<file path="src/rtl/aio_pkg.sv">
package aio_pkg;

    // Byte offsets from the card base; software depends on these values.
    localparam logic [7:0] OFF_DATA     = 8'h00;  // strobe (byte wr) / result (word rd)
    localparam logic [7:0] OFF_CHAN     = 8'h02;
    localparam logic [7:0] OFF_DIO      = 8'h03;
    localparam logic [7:0] OFF_DAC_BASE = 8'h04;
    localparam logic [7:0] OFF_STATUS   = 8'h08;
    localparam logic [7:0] OFF_CTRL     = 8'h09;
    localparam logic [7:0] OFF_CFG      = 8'h11;

    localparam int DAC_STRIDE = 2;
    localparam int CHAN_SEL_W = 4;
    localparam int CH_COUNT   = 1 << CHAN_SEL_W;
    localparam int CTRL_W     = 2;
    localparam int CFG_W      = 3;

    localparam logic [CTRL_W-1:0] MODE_SOFT = '0;

    // Status bit positions read by software.
    localparam int ST_BUSY_BIT = 7;
    localparam int ST_DIFF_BIT = 5;

    typedef struct packed {
        logic wr_strobe;
        logic wr_chan;
        logic wr_dio;
        logic wr_ctrl;
        logic wr_cfg;
        logic rd_result;
        logic rd_chan;
        logic rd_dio;
        logic rd_status;
        logic rd_ctrl;
        logic rd_cfg;
    } aio_sel_t;

endpackage

</file>
<file path="src/rtl/aio_addr_decode.sv">
module aio_addr_decode
    import aio_pkg::*;
#(
    parameter int ADDR_W  = 5,
    parameter int NUM_DAC = 2
) (
    input  logic [ADDR_W-1:0]  addr,
    input  logic               wr,
    input  logic               rd,
    input  logic               word,
    output aio_sel_t           sel,
    output logic [NUM_DAC-1:0] dac_wr,
    output logic [NUM_DAC-1:0] dac_rd
);

    logic byte_wr, byte_rd, word_wr, word_rd;

    always_comb begin
        byte_wr = wr && !word;
        byte_rd = rd && !word;
        word_wr = wr && word;
        word_rd = rd && word;

        sel           = '0;
        sel.wr_strobe = byte_wr && (addr == ADDR_W'(OFF_DATA));
        sel.wr_chan   = byte_wr && (addr == ADDR_W'(OFF_CHAN));
        sel.wr_dio    = byte_wr && (addr == ADDR_W'(OFF_DIO));
        sel.wr_ctrl   = byte_wr && (addr == ADDR_W'(OFF_CTRL));
        sel.wr_cfg    = byte_wr && (addr == ADDR_W'(OFF_CFG));
        sel.rd_result = word_rd && (addr == ADDR_W'(OFF_DATA));
        sel.rd_chan   = byte_rd && (addr == ADDR_W'(OFF_CHAN));
        sel.rd_dio    = byte_rd && (addr == ADDR_W'(OFF_DIO));
        sel.rd_status = byte_rd && (addr == ADDR_W'(OFF_STATUS));
        sel.rd_ctrl   = byte_rd && (addr == ADDR_W'(OFF_CTRL));
        sel.rd_cfg    = byte_rd && (addr == ADDR_W'(OFF_CFG));
    end

    for (genvar gi = 0; gi < NUM_DAC; gi++) begin : g_dac_dec
        localparam logic [ADDR_W-1:0] DAC_OFF =
            ADDR_W'(int'(OFF_DAC_BASE) + DAC_STRIDE * gi);
        assign dac_wr[gi] = word_wr && (addr == DAC_OFF);
        assign dac_rd[gi] = word_rd && (addr == DAC_OFF);
    end

endmodule

</file>
<file path="src/rtl/aio_conv_engine.sv">
module aio_conv_engine
    import aio_pkg::*;
#(
    parameter int DATA_W      = 16,
    parameter int CONV_CYCLES = 16
) (
    input  logic                       clk,
    input  logic                       rst_n,
    input  logic                       start,
    input  logic [CHAN_SEL_W-1:0]      chan_first,
    input  logic                       diff_mode,
    input  logic [CH_COUNT*DATA_W-1:0] chan_in,
    output logic                       busy,
    output logic [DATA_W-1:0]          result
);

    localparam int CNT_W = $clog2(CONV_CYCLES + 1);

    typedef struct packed {
        logic                  busy;
        logic [CNT_W-1:0]      cnt;
        logic [CHAN_SEL_W-1:0] ch;
        logic [DATA_W-1:0]     result;
    } conv_t;

    conv_t c_d, c_q;
    logic [DATA_W-1:0] picked;

    always_comb begin
        c_d    = c_q;
        picked = chan_in[c_q.ch*DATA_W +: DATA_W];
        if (c_q.busy) begin
            if (c_q.cnt == '0) begin
                c_d.busy   = 1'b0;
                c_d.result = picked + DATA_W'(c_q.ch);
            end else begin
                c_d.cnt = c_q.cnt - 1'b1;
            end
        end else if (start) begin
            c_d.busy = 1'b1;
            c_d.cnt  = CNT_W'(CONV_CYCLES - 1);
            c_d.ch   = diff_mode ? {1'b0, chan_first[CHAN_SEL_W-2:0]} : chan_first;
        end
    end

    always_ff @(posedge clk or negedge rst_n) begin
        if (!rst_n) c_q <= '0;
        else        c_q <= c_d;
    end

    assign busy   = c_q.busy;
    assign result = c_q.result;

endmodule

</file>
<file path="src/rtl/aio_read_mux.sv">
module aio_read_mux
    import aio_pkg::*;
#(
    parameter int DATA_W  = 16,
    parameter int NUM_DAC = 2,
    parameter int DIO_W   = 4
) (
    input  aio_sel_t                  sel,
    input  logic [NUM_DAC-1:0]        dac_rd,
    input  logic [7:0]                chan,
    input  logic [CTRL_W-1:0]         ctrl,
    input  logic [CFG_W-1:0]          cfg,
    input  logic [7:0]                status,
    input  logic [DIO_W-1:0]          din,
    input  logic [DATA_W-1:0]         result,
    input  logic [NUM_DAC*DATA_W-1:0] dac,
    output logic [DATA_W-1:0]         rdata
);

    logic [NUM_DAC-1:0][DATA_W-1:0] dac_term;

    for (genvar gi = 0; gi < NUM_DAC; gi++) begin : g_dac_rd
        assign dac_term[gi] = dac_rd[gi] ? dac[gi*DATA_W +: DATA_W] : '0;
    end

    always_comb begin
        rdata = '0;
        if (sel.rd_result) rdata = rdata | result;
        if (sel.rd_chan)   rdata = rdata | DATA_W'(chan);
        if (sel.rd_ctrl)   rdata = rdata | DATA_W'(ctrl);
        if (sel.rd_cfg)    rdata = rdata | DATA_W'(cfg);
        if (sel.rd_status) rdata = rdata | DATA_W'(status);
        if (sel.rd_dio)    rdata = rdata | DATA_W'(din);
        for (int k = 0; k < NUM_DAC; k++) rdata = rdata | dac_term[k];
    end

endmodule

</file>
<file path="src/rtl/aio_regfile.sv">
module aio_regfile
    import aio_pkg::*;
#(
    parameter int ADDR_W      = 5,
    parameter int DATA_W      = 16,
    parameter int NUM_DAC     = 2,
    parameter int DIO_W       = 4,
    parameter int CONV_CYCLES = 16
) (
    input  logic                       clk,
    input  logic                       rst_n,
    input  logic [ADDR_W-1:0]          bus_addr,
    input  logic                       bus_wr,
    input  logic                       bus_rd,
    input  logic                       bus_word,
    input  logic [DATA_W-1:0]          bus_wdata,
    output logic [DATA_W-1:0]          bus_rdata,
    input  logic                       diff_mode,
    input  logic [CH_COUNT*DATA_W-1:0] chan_in,
    input  logic [DIO_W-1:0]           din,
    output logic [DIO_W-1:0]           dout,
    output logic [NUM_DAC*DATA_W-1:0]  dac_out
);

    typedef struct packed {
        logic [7:0]                     chan;
        logic [CTRL_W-1:0]              ctrl;
        logic [CFG_W-1:0]               cfg;
        logic [DIO_W-1:0]               dout;
        logic [NUM_DAC-1:0][DATA_W-1:0] dac;
    } regs_t;

    regs_t r_d, r_q;

    aio_sel_t           sel;
    logic [NUM_DAC-1:0] dac_wr, dac_rd;
    logic               conv_busy;
    logic [DATA_W-1:0]  conv_result;
    logic               conv_go;
    logic [7:0]         status_byte;

    aio_addr_decode #(.ADDR_W(ADDR_W), .NUM_DAC(NUM_DAC)) dec_i (
        .addr   (bus_addr),
        .wr     (bus_wr),
        .rd     (bus_rd),
        .word   (bus_word),
        .sel    (sel),
        .dac_wr (dac_wr),
        .dac_rd (dac_rd)
    );

    always_comb begin
        r_d = r_q;
        if (sel.wr_chan) r_d.chan = bus_wdata[7:0];
        if (sel.wr_ctrl) r_d.ctrl = bus_wdata[CTRL_W-1:0];
        if (sel.wr_cfg)  r_d.cfg  = bus_wdata[CFG_W-1:0];
        if (sel.wr_dio)  r_d.dout = bus_wdata[DIO_W-1:0];
        for (int k = 0; k < NUM_DAC; k++) begin
            if (dac_wr[k]) r_d.dac[k] = bus_wdata;
        end
    end

    always_ff @(posedge clk or negedge rst_n) begin
        if (!rst_n) r_q <= '0;
        else        r_q <= r_d;
    end

    assign conv_go = sel.wr_strobe && (r_q.ctrl == MODE_SOFT);

    aio_conv_engine #(.DATA_W(DATA_W), .CONV_CYCLES(CONV_CYCLES)) conv_i (
        .clk        (clk),
        .rst_n      (rst_n),
        .start      (conv_go),
        .chan_first (r_q.chan[CHAN_SEL_W-1:0]),
        .diff_mode  (diff_mode),
        .chan_in    (chan_in),
        .busy       (conv_busy),
        .result     (conv_result)
    );

    always_comb begin
        status_byte              = '0;
        status_byte[ST_BUSY_BIT] = conv_busy;
        status_byte[ST_DIFF_BIT] = diff_mode;
    end

    aio_read_mux #(.DATA_W(DATA_W), .NUM_DAC(NUM_DAC), .DIO_W(DIO_W)) rmux_i (
        .sel    (sel),
        .dac_rd (dac_rd),
        .chan   (r_q.chan),
        .ctrl   (r_q.ctrl),
        .cfg    (r_q.cfg),
        .status (status_byte),
        .din    (din),
        .result (conv_result),
        .dac    (r_q.dac),
        .rdata  (bus_rdata)
    );

    assign dout    = r_q.dout;
    assign dac_out = r_q.dac;

endmodule

</file>
<file path="config.mk">
export PLATFORM = sky130hd
export DESIGN_NAME = aio_regfile
export DESIGN_NICKNAME = d
export VERILOG_FILES = /design/src/rtl/aio_pkg.sv /design/src/rtl/aio_addr_decode.sv /design/src/rtl/aio_conv_engine.sv /design/src/rtl/aio_read_mux.sv /design/src/rtl/aio_regfile.sv
export SDC_FILE = /design/constraint.sdc
export NUM_CORES = 1
export LEC_CHECK = 0
export BUFFER_PORTS_ARGS = -buffer_cell sky130_fd_sc_hd__buf_4
export CAP_MARGIN = 20
export CORE_AREA = 2 2 132 134
export DETAILED_ROUTE_END_ITERATION = 8
export DIE_AREA = 0 0 134 136
export MAX_ROUTING_LAYER = met4
export PLACE_DENSITY_LB_ADDON = 0.12
export SYNTH_ARGS = -nofsm -noshare
export SYNTH_HDL_FRONTEND = slang
export SYNTH_SLANG_ARGS = --single-unit
</file>
<file path="constraint.sdc">
create_clock -name clk -period 3.5 [get_ports clk]
set_input_delay 0.7 -clock clk [delete_from_list [all_inputs] [get_ports clk]]
set_output_delay 0.7 -clock clk [all_outputs]
set_load 0.005 [all_outputs]
</file>
==> flow_summary.ini, run 1 <==
[finish]
diodes = 0
nNetsFinal = 1102
final_common_cell = buf_4
design_area_mm2 = 0.00886
areaGrowthSynthToFinish_pct = 47.1
layout_common_cells = buf_4, dfrtp_1, nand2_1, mux2_2, mux4_2
drive_gt1_share_pct = 60.6

[drt]
viasPerCell = 5.39
drc = 0
antenna_left = 0
wire_per_inst_um = 21.2
drtPass1Iterations = 5
wl_mm = 22.1
first_iter_violations = 353
via_count = 5596

[logic_synthesis]
avgSynthCellArea_um2 = 11.8
synth_fp_nets = 804
syn_area_mm2 = 0.00603
synth.mux.area_fraction_pct = 36.4
syn_inst = 511
async_flop_share_pct = 100
synthAdderAreaFrac_pct = 1.37
synth-xor-area-share_pct = 2.33
synth-seq-cells = 75
synth_top_family_by_area = multiplexers
synth_edf_count = 0
synthFlopType = dfrtp_1
synth-simple-area-share_pct = 10.0
synth_compound_area_share_pct = 10.6
synth-seq-area-share_pct = 31.1
yosys_warnings = 0
synth_cell_types = 50

[sta]
fin_ws_ns = 0.218
rsz0062_at_grt = false
worstMarginPinSlew_ns = 0.960
tns_ns = 0
skew_ns = 0.00917
fmax_mhz = 305
slew_violations = 0
final-setup-viol-count = 0
fin_crit_sh_pct = 93.8
hold_viol = 0
final.min_clock_period_ns = 3.28
maxSlewHeadroom_pct = 36.0

[clocking]
cts_hold_repair.buffers = 0
cts_resized = 0
clk_latency_ns = 0.33
cts_buffers = 9
cts_setup_buffers = 0
cts_root_buf = clkbuf_16
clock-sinks = 75
cts_max_level = 3
cts_tree = built
path_clk_slew_ns = 0.06
clk_path_buf_depth = 2

[grt]
grt_max_degree = 76
grt_pass1_vias = 5902
grt_use_total_pct = 24.3
antenna_found_initial = 0
grt.overflow.total = 0
grt_pass1_wl_mm = 32.6

[placement]
port_buffers = 338
dp_hpwl_mm = 18.1
dpl_worst_slack_ns = 0.0395
gp_congestion = 0.892
dpl-instance-area_mm2 = 0.00852

[power_and_ir_drop]
p_int_mw = 2.18
vdd_drop_max_mv = 0.268
p_leak_nw = 4.14
p_comb_share_pct = 29.3
p_switching_uw = 831
swShare_pct = 27.6
pwr-share-seq_pct = 38.9
clockPowerShare_pct = 31.8
p_per_area_mw_per_mm2 = 340

[critical_path]
r2r-end = conv_i.result[10]$_DFFE_PN0P_
endpoint_kind = register
crit_path_start_kind = register
arrival_ns = 3.47
rr_startpoint = conv_i.c_q[16]$_DFFE_PN0P_
crit_path_max_fanout = 10
r2r_cells = 13
r2r_setup_slack_ns = 0.22
crit_required_ns = 3.68
crit_type = register to register

[floorplan]
start_util_pct = 35.7
row_count = 48
num_io_pins = 339
die-area_mm2 = 0.0182
die_w_um = 134
fp.coreArea_mm2 = 0.0169
die_h_um = 136

[hold_path]
min_delay_path_depth = 2
hold_class = register to register
min_to = conv_i.result[0]$_DFFE_PN0P_
holdCritStartpoint = conv_i.result[0]$_DFFE_PN0P_

[run_status]
status = complete, no violations

[run]
max-cap-violations = 0
## cells by family after synthesis
logic type,count (synthesis)
mux,133
xor+xnor,16
buf+inv,76
compound gates,78
fa+ha+maj,6
flops,75
simple gates,127
## metrics by stage
stage / power [mW] / util, % / std cells / hold WS [ns]
after detailed placement: 2.07 / 50.5 / 1019 / 0.476
after floorplan: 1.64 / - / 511 / 0.404
after global placement: 2.04 / 50.5 / 1019 / 0.471
after CTS: 3.05 / 52.3 / 1035 / 0.493
after global routing: 3.19 / 52.5 / 1039 / 0.529
final: 3.02 / 52.5 / 1039 / 0.491
## power by group through the flow
stage	Combinational [mW]	Clock [mW]	Sequential, mW
4_1_cts	0.884	0.988	1.18
5_1_grt	0.963	1.03	1.20
3_5_place_dp	0.880	0	1.19
3_3_place_gp	0.855	0	1.18
2_1_floorplan	0.520	0	1.12
6_report	0.882	0.960	1.17
## state kept, by name, summed over array words and instances, names as in the netlist
signal / cells
conv_i.busy: 1
conv_i.c_q: 9
conv_i.result: 16
dac_out: 32
dout: 4
r_q: 13
## area by class of cell
| class | instances | area [um2] |
|---|---|---|
| well taps | 225 | 282 |
| clock buffers | 12 | 267 |
| clock inverters | 4 | 47.5 |
| repair buffers | 355 | 2670 |
| fillers | 1584 | 8010 |
| inverters | 8 | 30.0 |
| flip-flops and latches | 75 | 1880 |
| multi-input cells | 360 | 3690 |
## how the worst max path moves through the flow
stage	end	slack, ns	start	cells past startpoint
finish	conv_i.result[10]$_DFFE_PN0P_	0.22	conv_i.c_q[16]$_DFFE_PN0P_	13
global route	conv_i.result[12]$_DFFE_PN0P_	0.05	conv_i.c_q[16]$_DFFE_PN0P_	13
CTS	conv_i.result[11]$_DFFE_PN0P_	0.07	conv_i.c_q[16]$_DFFE_PN0P_	10
detailed placement	conv_i.result[11]$_DFFE_PN0P_	0.04	chan_in[113]	11
global placement	conv_i.result[13]$_DFFE_PN0P_	0.06	chan_in[177]	11
floorplan	conv_i.result[13]$_DFFE_PN0P_	0.001	conv_i.c_q[16]$_DFFE_PN0P_	14
## critical path: stages, from the launching register on
cell and delay [ns]:
dfrtp_4 0.52, buf_6 0.20, mux4_2 0.53, mux4_2 0.47
ha_1 0.21, inv_1 0.08, fa_1 0.21, inv_1 0.05
a21o_1 0.16, a21oi_2 0.19, a211oi_2 0.10, nand4_1 0.16
xnor2_1 0.16, o21ai_1 0.08
## synthesized netlist by cell type, types with 5 or more instances
library cell,count,area [um2]
xnor2_1,11,96.3
nor2_1,15,56.3
mux4_1,9,236
buf_2,7,35.0
mux2_2,54,608
o21ai_0,7,35.0
nor3_1,6,30.0
buf_4,39,293
mux4_2,52,1170
a22o_1,8,70.1
ha_1,5,62.6
a221oi_1,5,43.8
a22oi_1,16,120
and2_1,5,31.3
mux2i_1,18,180
nand3_1,9,45.0
a221oi_2,5,75.1
o21ai_1,12,60.1
xor2_1,5,43.8
inv_1,8,30.0
nand4_1,9,56.3
dfrtp_1,75,1880
nand2_1,59,221
clkbuf_1,15,56.3
nor2b_1,9,56.3
## routing by layer
| layer | global-route usage, % | part of all wire (%) | up-vias |
|---|---|---|---|
| met1 | 30.8 | 41 | 2750 |
| li1 | - | - | 2547 |
| met4 | 7.86 | 2.5 | 0 |
| met2 | 39.0 | 50 | 263 |
| met5 | - | 0 | - |
| met3 | 5.11 | 6.1 | 36 |
No activity file was read; power rests on OpenSTA's default activity.
==> run 2: changes to the inputs <==
--- a/config.mk
+++ b/config.mk
@@ -5,11 +5,12 @@
 export SDC_FILE = /design/constraint.sdc
 export NUM_CORES = 1
 export LEC_CHECK = 0
+export ABC_AREA = 1
 export BUFFER_PORTS_ARGS = -buffer_cell sky130_fd_sc_hd__buf_4
 export CAP_MARGIN = 20
-export CORE_AREA = 2 2 132 134
+export CORE_AREA = 2 2 133 135
 export DETAILED_ROUTE_END_ITERATION = 8
-export DIE_AREA = 0 0 134 136
+export DIE_AREA = 0 0 135 137
 export MAX_ROUTING_LAYER = met4
 export PLACE_DENSITY_LB_ADDON = 0.12
 export SYNTH_ARGS = -nofsm -noshare
==> run 2 against run 1 <==
Cell count up 57%. Critical path depth up 3. Power increased by 8.8%. Area after synthesis grew 12%. Die area increased by 1.5%. Critical endpoint is now conv_i.result[14]$_DFFE_PN0P_. Combinational power rose by 22%. Synthesized cell count is 120% higher. Global-route usage increased by 3.2 points.
==> flow_summary.ini, run 2 <==
[critical_path]
crit_path_max_fanout = 29
critical_path.endpoint = conv_i.result[14]$_DFFE_PN0P_
crit_required_ns = 3.72
crit_type = register to register
cp_slowest_cell = dfrtp_4
endpoint_kind = register
path_buf_inv = 3
path_cells = clkinv_2 > o21ai_0 > o221ai_1 > o211ai_1 > nand2_1 > ha_1 > inv_1 > fa_1 > nor2_1 > a211oi_1 > inv_1 > nand2_1 > nor2_2 > nand4_1 > nand3_1 > nand2_1
critPathMaxStageDelay_ns = 0.49
cp_top_family = simple AND/OR/NAND/NOR gates
r2r_cells = 16
worst-path-stages = 16
rr_startpoint = conv_i.c_q[16]$_DFFE_PN0P_
r2r-end = conv_i.result[14]$_DFFE_PN0P_
arrival_ns = 3.19
crit_path_start_kind = register
r2r_setup_slack_ns = 0.52
crit_start = conv_i.c_q[16]$_DFFE_PN0P_
cp_common_cell = nand2_1

[clocking]
cts_hold_repair.buffers = 0
cts_setup_buffers = 0
cts_max_level = 3
clk_path_buf_depth = 2
path_clk_slew_ns = 0.06
clk_latency_ns = 0.33
cts_tree = built
cts_root_buf = clkbuf_16
cts_resized = 0
cts_buffers = 9
clock-sinks = 75

[logic_synthesis]
avgSynthCellArea_um2 = 5.97
synth.mux.area_fraction_pct = 0
yosys.area.top_type = dfrtp_1
synth_edf_count = 0
synth_cell_types = 38
synth_fp_nets = 1424
yosys_warnings = 0
synth.area.top_cells = dfrtp_1, nand2_1, nand3_1
syn_area_mm2 = 0.00675
netlist.area_leader.share_pct = 27.8
syn_inst = 1131
synth-xor-area-share_pct = 0.649
synth_compound_area_share_pct = 14.5
synth_top_family_by_area = simple AND/OR/NAND/NOR gates
yosysMostFrequentCell = nand2_1
synthFlopType = dfrtp_1
synthAdderAreaFrac_pct = 1.22
async_flop_share_pct = 100
synth-seq-area-share_pct = 27.8
synth-seq-cells = 75
yosys-top-cells-count = nand2_1, nand3_1, inv_1
synth-simple-area-share_pct = 39.5

[finish]
fill_cells = 1810
diodes = 0
drive_gt1_share_pct = 27.5
nNetsFinal = 1690
utilization_pct = 55.4
final_common_cell = nand2_1
largest_reg_flops = 32
layout_common_cells = nand2_1, buf_4, nand3_1, inv_1, o21ai_0
instances_no_fill = 1627
areaGrowthSynthToFinish_pct = 40.1

[drt]
drtPass1Iterations = 6
antenna_left = 0
drc = 0
via_count = 8106
first_iter_violations = 488
wl_mm = 24.9
viasPerCell = 4.98
wire_per_inst_um = 15.3

[grt]
grt.overflow.total = 0
grt_use_total_pct = 27.5
grt_max_degree = 76
antenna_found_initial = 0
grt_pass1_wl_mm = 39.4
grt_pass1_vias = 7734

[floorplan]
die-area_mm2 = 0.0185
start_util_pct = 39.6
row_count = 48
fp.coreArea_mm2 = 0.0171
die_w_um = 135
die_h_um = 137
num_io_pins = 339

[placement]
gp_congestion = 0.968
dpl_worst_slack_ns = 0.551
port_buffers = 338
dpl.cell_count = 1611
dp_hpwl_mm = 19.2

[sta]
tns_ns = 0
fin_ws_ns = 0.524
skew_ns = 0.00746
fmax_mhz = 336
slew_violations = 0
rsz0062_at_grt = false
worstMarginPinSlew_ns = 0.970
maxSlewHeadroom_pct = 35.3
fin_crit_sh_pct = 85.0
final.min_clock_period_ns = 2.98
whs_ns = 0.484
hold_viol = 0
final-setup-viol-count = 0

[run]
max-cap-violations = 0

[hold_path]
hold_class = register to register

[power_and_ir_drop]
p_per_area_mw_per_mm2 = 347
vdd_drop_max_mv = 0.331
p_leak_nw = 5.20

[run_status]
status = complete, no violations
## run 2: cell types whose count changed in the layout (fill, tap and decap cells not counted), moves of 18 or more
cell and delta:
inv_1 +123, nand2_1 +341, mux2_2 -54, o21ai_0 +102, o211ai_1 +19, nor2_1 +64
nand3_1 +123, mux2i_1 -18, mux4_2 -52
## run 2: cell families (layout without fill, tap and decap cells)
group	count (synthesis)	count (layout)
fa+ha+maj	6	6
buf+inv	235	506
flops	75	75
compound gates	170	170
simple gates	640	640
xor+xnor	5	5
## run 2: per-layer routing
| metal | part of all wire (%) | vias to the layer above | wire (um) | track usage, % |
|---|---|---|---|---|
| li1 | - | 4113 | - | - |
| met1 | 41 | 3687 | 10200 | 32.9 |
| met2 | 50 | 266 | 12600 | 47.8 |
| met3 | 6.3 | 40 | 1580 | 5.56 |
| met4 | 2.3 | 0 | 575 | 6.37 |
| met5 | 0 | - | 0 | - |
## run 2: worst reg2reg max path, delay by kind of cell (launching register included)
kind	cells	cell delay, ns
adder cells (fa/ha/maj)	2	0.60
AO/OA/AOI/OAI	4	0.50
AND/OR/NAND/NOR	7	0.84
buffers and inverters	3	0.42
flip-flops	1	0.49
## run 2: worst min path at each step
stage / startpoint / endpoint / cells after the start
CTS: r_q[48]$_DFFE_PN0P_ / r_q[48]$_DFFE_PN0P_ / 2
detailed placement: conv_i.result[12]$_DFFE_PN0P_ / conv_i.result[12]$_DFFE_PN0P_ / 2
finish: conv_i.result[12]$_DFFE_PN0P_ / conv_i.result[12]$_DFFE_PN0P_ / 2
floorplan: rst_n / conv_i.busy$_DFF_PN0_ / 0
global route: conv_i.result[15]$_DFFE_PN0P_ / conv_i.result[15]$_DFFE_PN0P_ / 2
global placement: r_q[37]$_DFFE_PN0P_ / r_q[37]$_DFFE_PN0P_ / 2
## run 2: cell type report
class                   instances  area [um2]  share of cell area, %
inverters                     134         504                   5.33
well taps                     225         282                   2.98
clock buffers                  10         229                   2.42
clock inverters                 6        90.1                  0.953
multi-input cells             821        3770                   39.9
flip-flops and latches         75        1880                   19.9
repair buffers                356        2700                   28.5
## run 2: report_power, final
part / total (mW) / switching (mW) / internal (mW)
sequential: 1.21 / 0.140 / 1.07
combinational: 1.08 / 0.556 / 0.528
clock: 0.987 / 0.362 / 0.625
total: 3.28 / 1.06 / 2.22
## run 2: stage by stage
stage	cell area, um2	total power, mW
floorplan	6750	1.83
global placement	9140	2.30
detailed placement	9140	2.31
CTS	9460	3.32
global route	9460	3.52
finish	9460	3.28
==> run 3: changes to the inputs <==
--- a/config.mk
+++ b/config.mk
@@ -8,11 +8,14 @@
 export ABC_AREA = 1
 export BUFFER_PORTS_ARGS = -buffer_cell sky130_fd_sc_hd__buf_4
 export CAP_MARGIN = 20
-export CORE_AREA = 2 2 133 135
+export CELL_PAD_IN_SITES_DETAIL_PLACEMENT = 1
+export CELL_PAD_IN_SITES_GLOBAL_PLACEMENT = 2
+export CORE_ASPECT_RATIO = 0.9
+export CORE_UTILIZATION = 20
 export DETAILED_ROUTE_END_ITERATION = 8
-export DIE_AREA = 0 0 135 137
 export MAX_ROUTING_LAYER = met4
 export PLACE_DENSITY_LB_ADDON = 0.12
+export RECOVER_POWER = 25
 export SYNTH_ARGS = -nofsm -noshare
 export SYNTH_HDL_FRONTEND = slang
 export SYNTH_SLANG_ARGS = --single-unit
==> run 3 against run 2 <==
Via count up 0.58%. Sequential power barely moved. Wire length increased by 25%. Critical path type unchanged. Fmax decreased by 2.6%. First-iteration DRC count shrank 35%. Critical endpoint is now conv_i.result[12]$_DFFE_PN0P_. Register-to-register slack got worse by 0.08 ns. Power grew 0.38%. Core utilization fell by 26 points. Global-route usage decreased by 8.8 points.
==> flow_summary.ini, run 3 (synthesized netlist as in run 2, its figures left out) <==
[finish]
drive_gt1_share_pct = 27.6
instances_no_fill = 1827
diodes = 0
areaGrowthSynthToFinish_pct = 44.0
nNetsFinal = 1693
utilization_pct = 29.4
layout_common_cells = nand2_1, buf_4, nand3_1, inv_1, o21ai_0
largest_reg_flops = 32
final_common_cell = nand2_1

[power_and_ir_drop]
p_leak_nw = 5.21
vdd_drop_max_mv = 0.224
p_total_mw = 3.29
p_per_area_mw_per_mm2 = 339

[clocking]
clock-sinks = 75
cts_tree = built
cts_resized = 0
path_clk_slew_ns = 0.07
clk_latency_ns = 0.33
clk_path_buf_depth = 2
cts_root_buf = clkbuf_16
cts_buffers = 9
cts_hold_repair.buffers = 0
cts_max_level = 3
cts_setup_buffers = 0

[critical_path]
crit_type = register to register
endpoint_kind = register
r2r-end = conv_i.result[12]$_DFFE_PN0P_
cp_top_family = simple AND/OR/NAND/NOR gates
path_cells = buf_4 > o21ai_0 > o221ai_1 > o211ai_1 > nand2_1 > ha_1 > inv_1 > fa_1 > nor2_1 > a211oi_1 > inv_1 > nand2_1 > nor2_2 > nand4_1 > nand3_1 > nand2_1
r2r_cells = 16
worst-path-stages = 16
r2r_setup_slack_ns = 0.44
crit_required_ns = 3.72
cp_common_cell = nand2_1
rr_startpoint = conv_i.c_q[16]$_DFFE_PN0P_
crit_path_max_fanout = 37
cp_slowest_cell = fa_1
arrival_ns = 3.28
critPathMaxStageDelay_ns = 0.44
crit_path_start_kind = register
path_buf_inv = 3

[grt]
grt_max_degree = 103
met2_usage_pct = 32.4
grt_use_total_pct = 18.6
grt.overflow.total = 0
antenna_found_initial = 0
gr-usage-met1_pct = 23.5
grt_util_met3_pct = 2.58
grt_pass1_wl_mm = 49.1
top_usage_layer = met2
grt_pass1_vias = 8738

[run_status]
status = complete, no violations

[sta]
final.min_clock_period_ns = 3.06
hold_viol = 0
worstMarginPinSlew_ns = 0.646
maxSlewHeadroom_pct = 56.5
fin_ws_ns = 0.444
slew_violations = 0
skew_ns = 0.00634
fmax_mhz = 327
final-setup-viol-count = 0
tns_ns = 0
rsz0062_at_grt = false
fin_crit_sh_pct = 87.3

[hold_path]
hold_class = primary input to async pin

[floorplan]
num_io_pins = 339
row_count = 63
die-area_mm2 = 0.0345
fp.coreArea_mm2 = 0.0331
die_w_um = 196
die_h_um = 176
start_util_pct = 20.4

[placement]
dpl.cell_count = 1811
dpl_worst_slack_ns = 0.405
gp_congestion = 0.768
dp_hpwl_mm = 23.9
port_buffers = 338

[drt]
via_count = 8153
first_iter_violations = 316
drtPass1Iterations = 4
drc = 0
viasPerCell = 4.46
wl_mm = 31.1
antenna_left = 0
wire_per_inst_um = 17.0

[run]
max-cap-violations = 0
[run 3: worst max-delay path by stage]
| stage | start | to | slack [ns] |
|---|---|---|---|
| after detailed placement | conv_i.c_q[16]$_DFFE_PN0P_ | conv_i.result[12]$_DFFE_PN0P_ | 0.40 |
| after floorplan | conv_i.c_q[16]$_DFFE_PN0P_ | conv_i.result[14]$_DFFE_PN0P_ | 0.48 |
| after CTS | conv_i.c_q[16]$_DFFE_PN0P_ | conv_i.result[12]$_DFFE_PN0P_ | 0.40 |
| final | conv_i.c_q[16]$_DFFE_PN0P_ | conv_i.result[12]$_DFFE_PN0P_ | 0.44 |
| after global placement | conv_i.c_q[16]$_DFFE_PN0P_ | conv_i.result[14]$_DFFE_PN0P_ | 0.51 |
| after global routing | conv_i.c_q[16]$_DFFE_PN0P_ | conv_i.result[14]$_DFFE_PN0P_ | 0.15 |
[run 3: power by group]
group          switching (mW)  internal (mW)
Sequential              0.140           1.07
Clock                   0.376          0.575
Combinational           0.602          0.532
Total                    1.12           2.18
[run 3: per-stage QoR]
stage / cell area [um2] / hold slack [ns]
finish: 9720 / 0.381
global route: 9720 / 0.412
CTS: 9730 / 0.409
detailed placement: 9420 / 0.474
global placement: 9420 / 0.468
floorplan: 6750 / 0.404
[run 3: cell type report]
type / count / area, um2
clock buffer: 11 / 243
clock inverter: 5 / 62.6
fill: 4245 / 23400
inverter: 134 / 504
multi-input combinational: 821 / 3770
sequential: 75 / 1880
tap: 422 / 528
timing repair buffer: 359 / 2730
[run 3: metal layers]
| layer | routed length [um] | part of all wire (%) |
|---|---|---|
| met1 | 14300 | 46 |
| met2 | 15400 | 49 |
| met3 | 1120 | 3.6 |
| met4 | 246 | 0.79 |
| met5 | 0 | 0 |
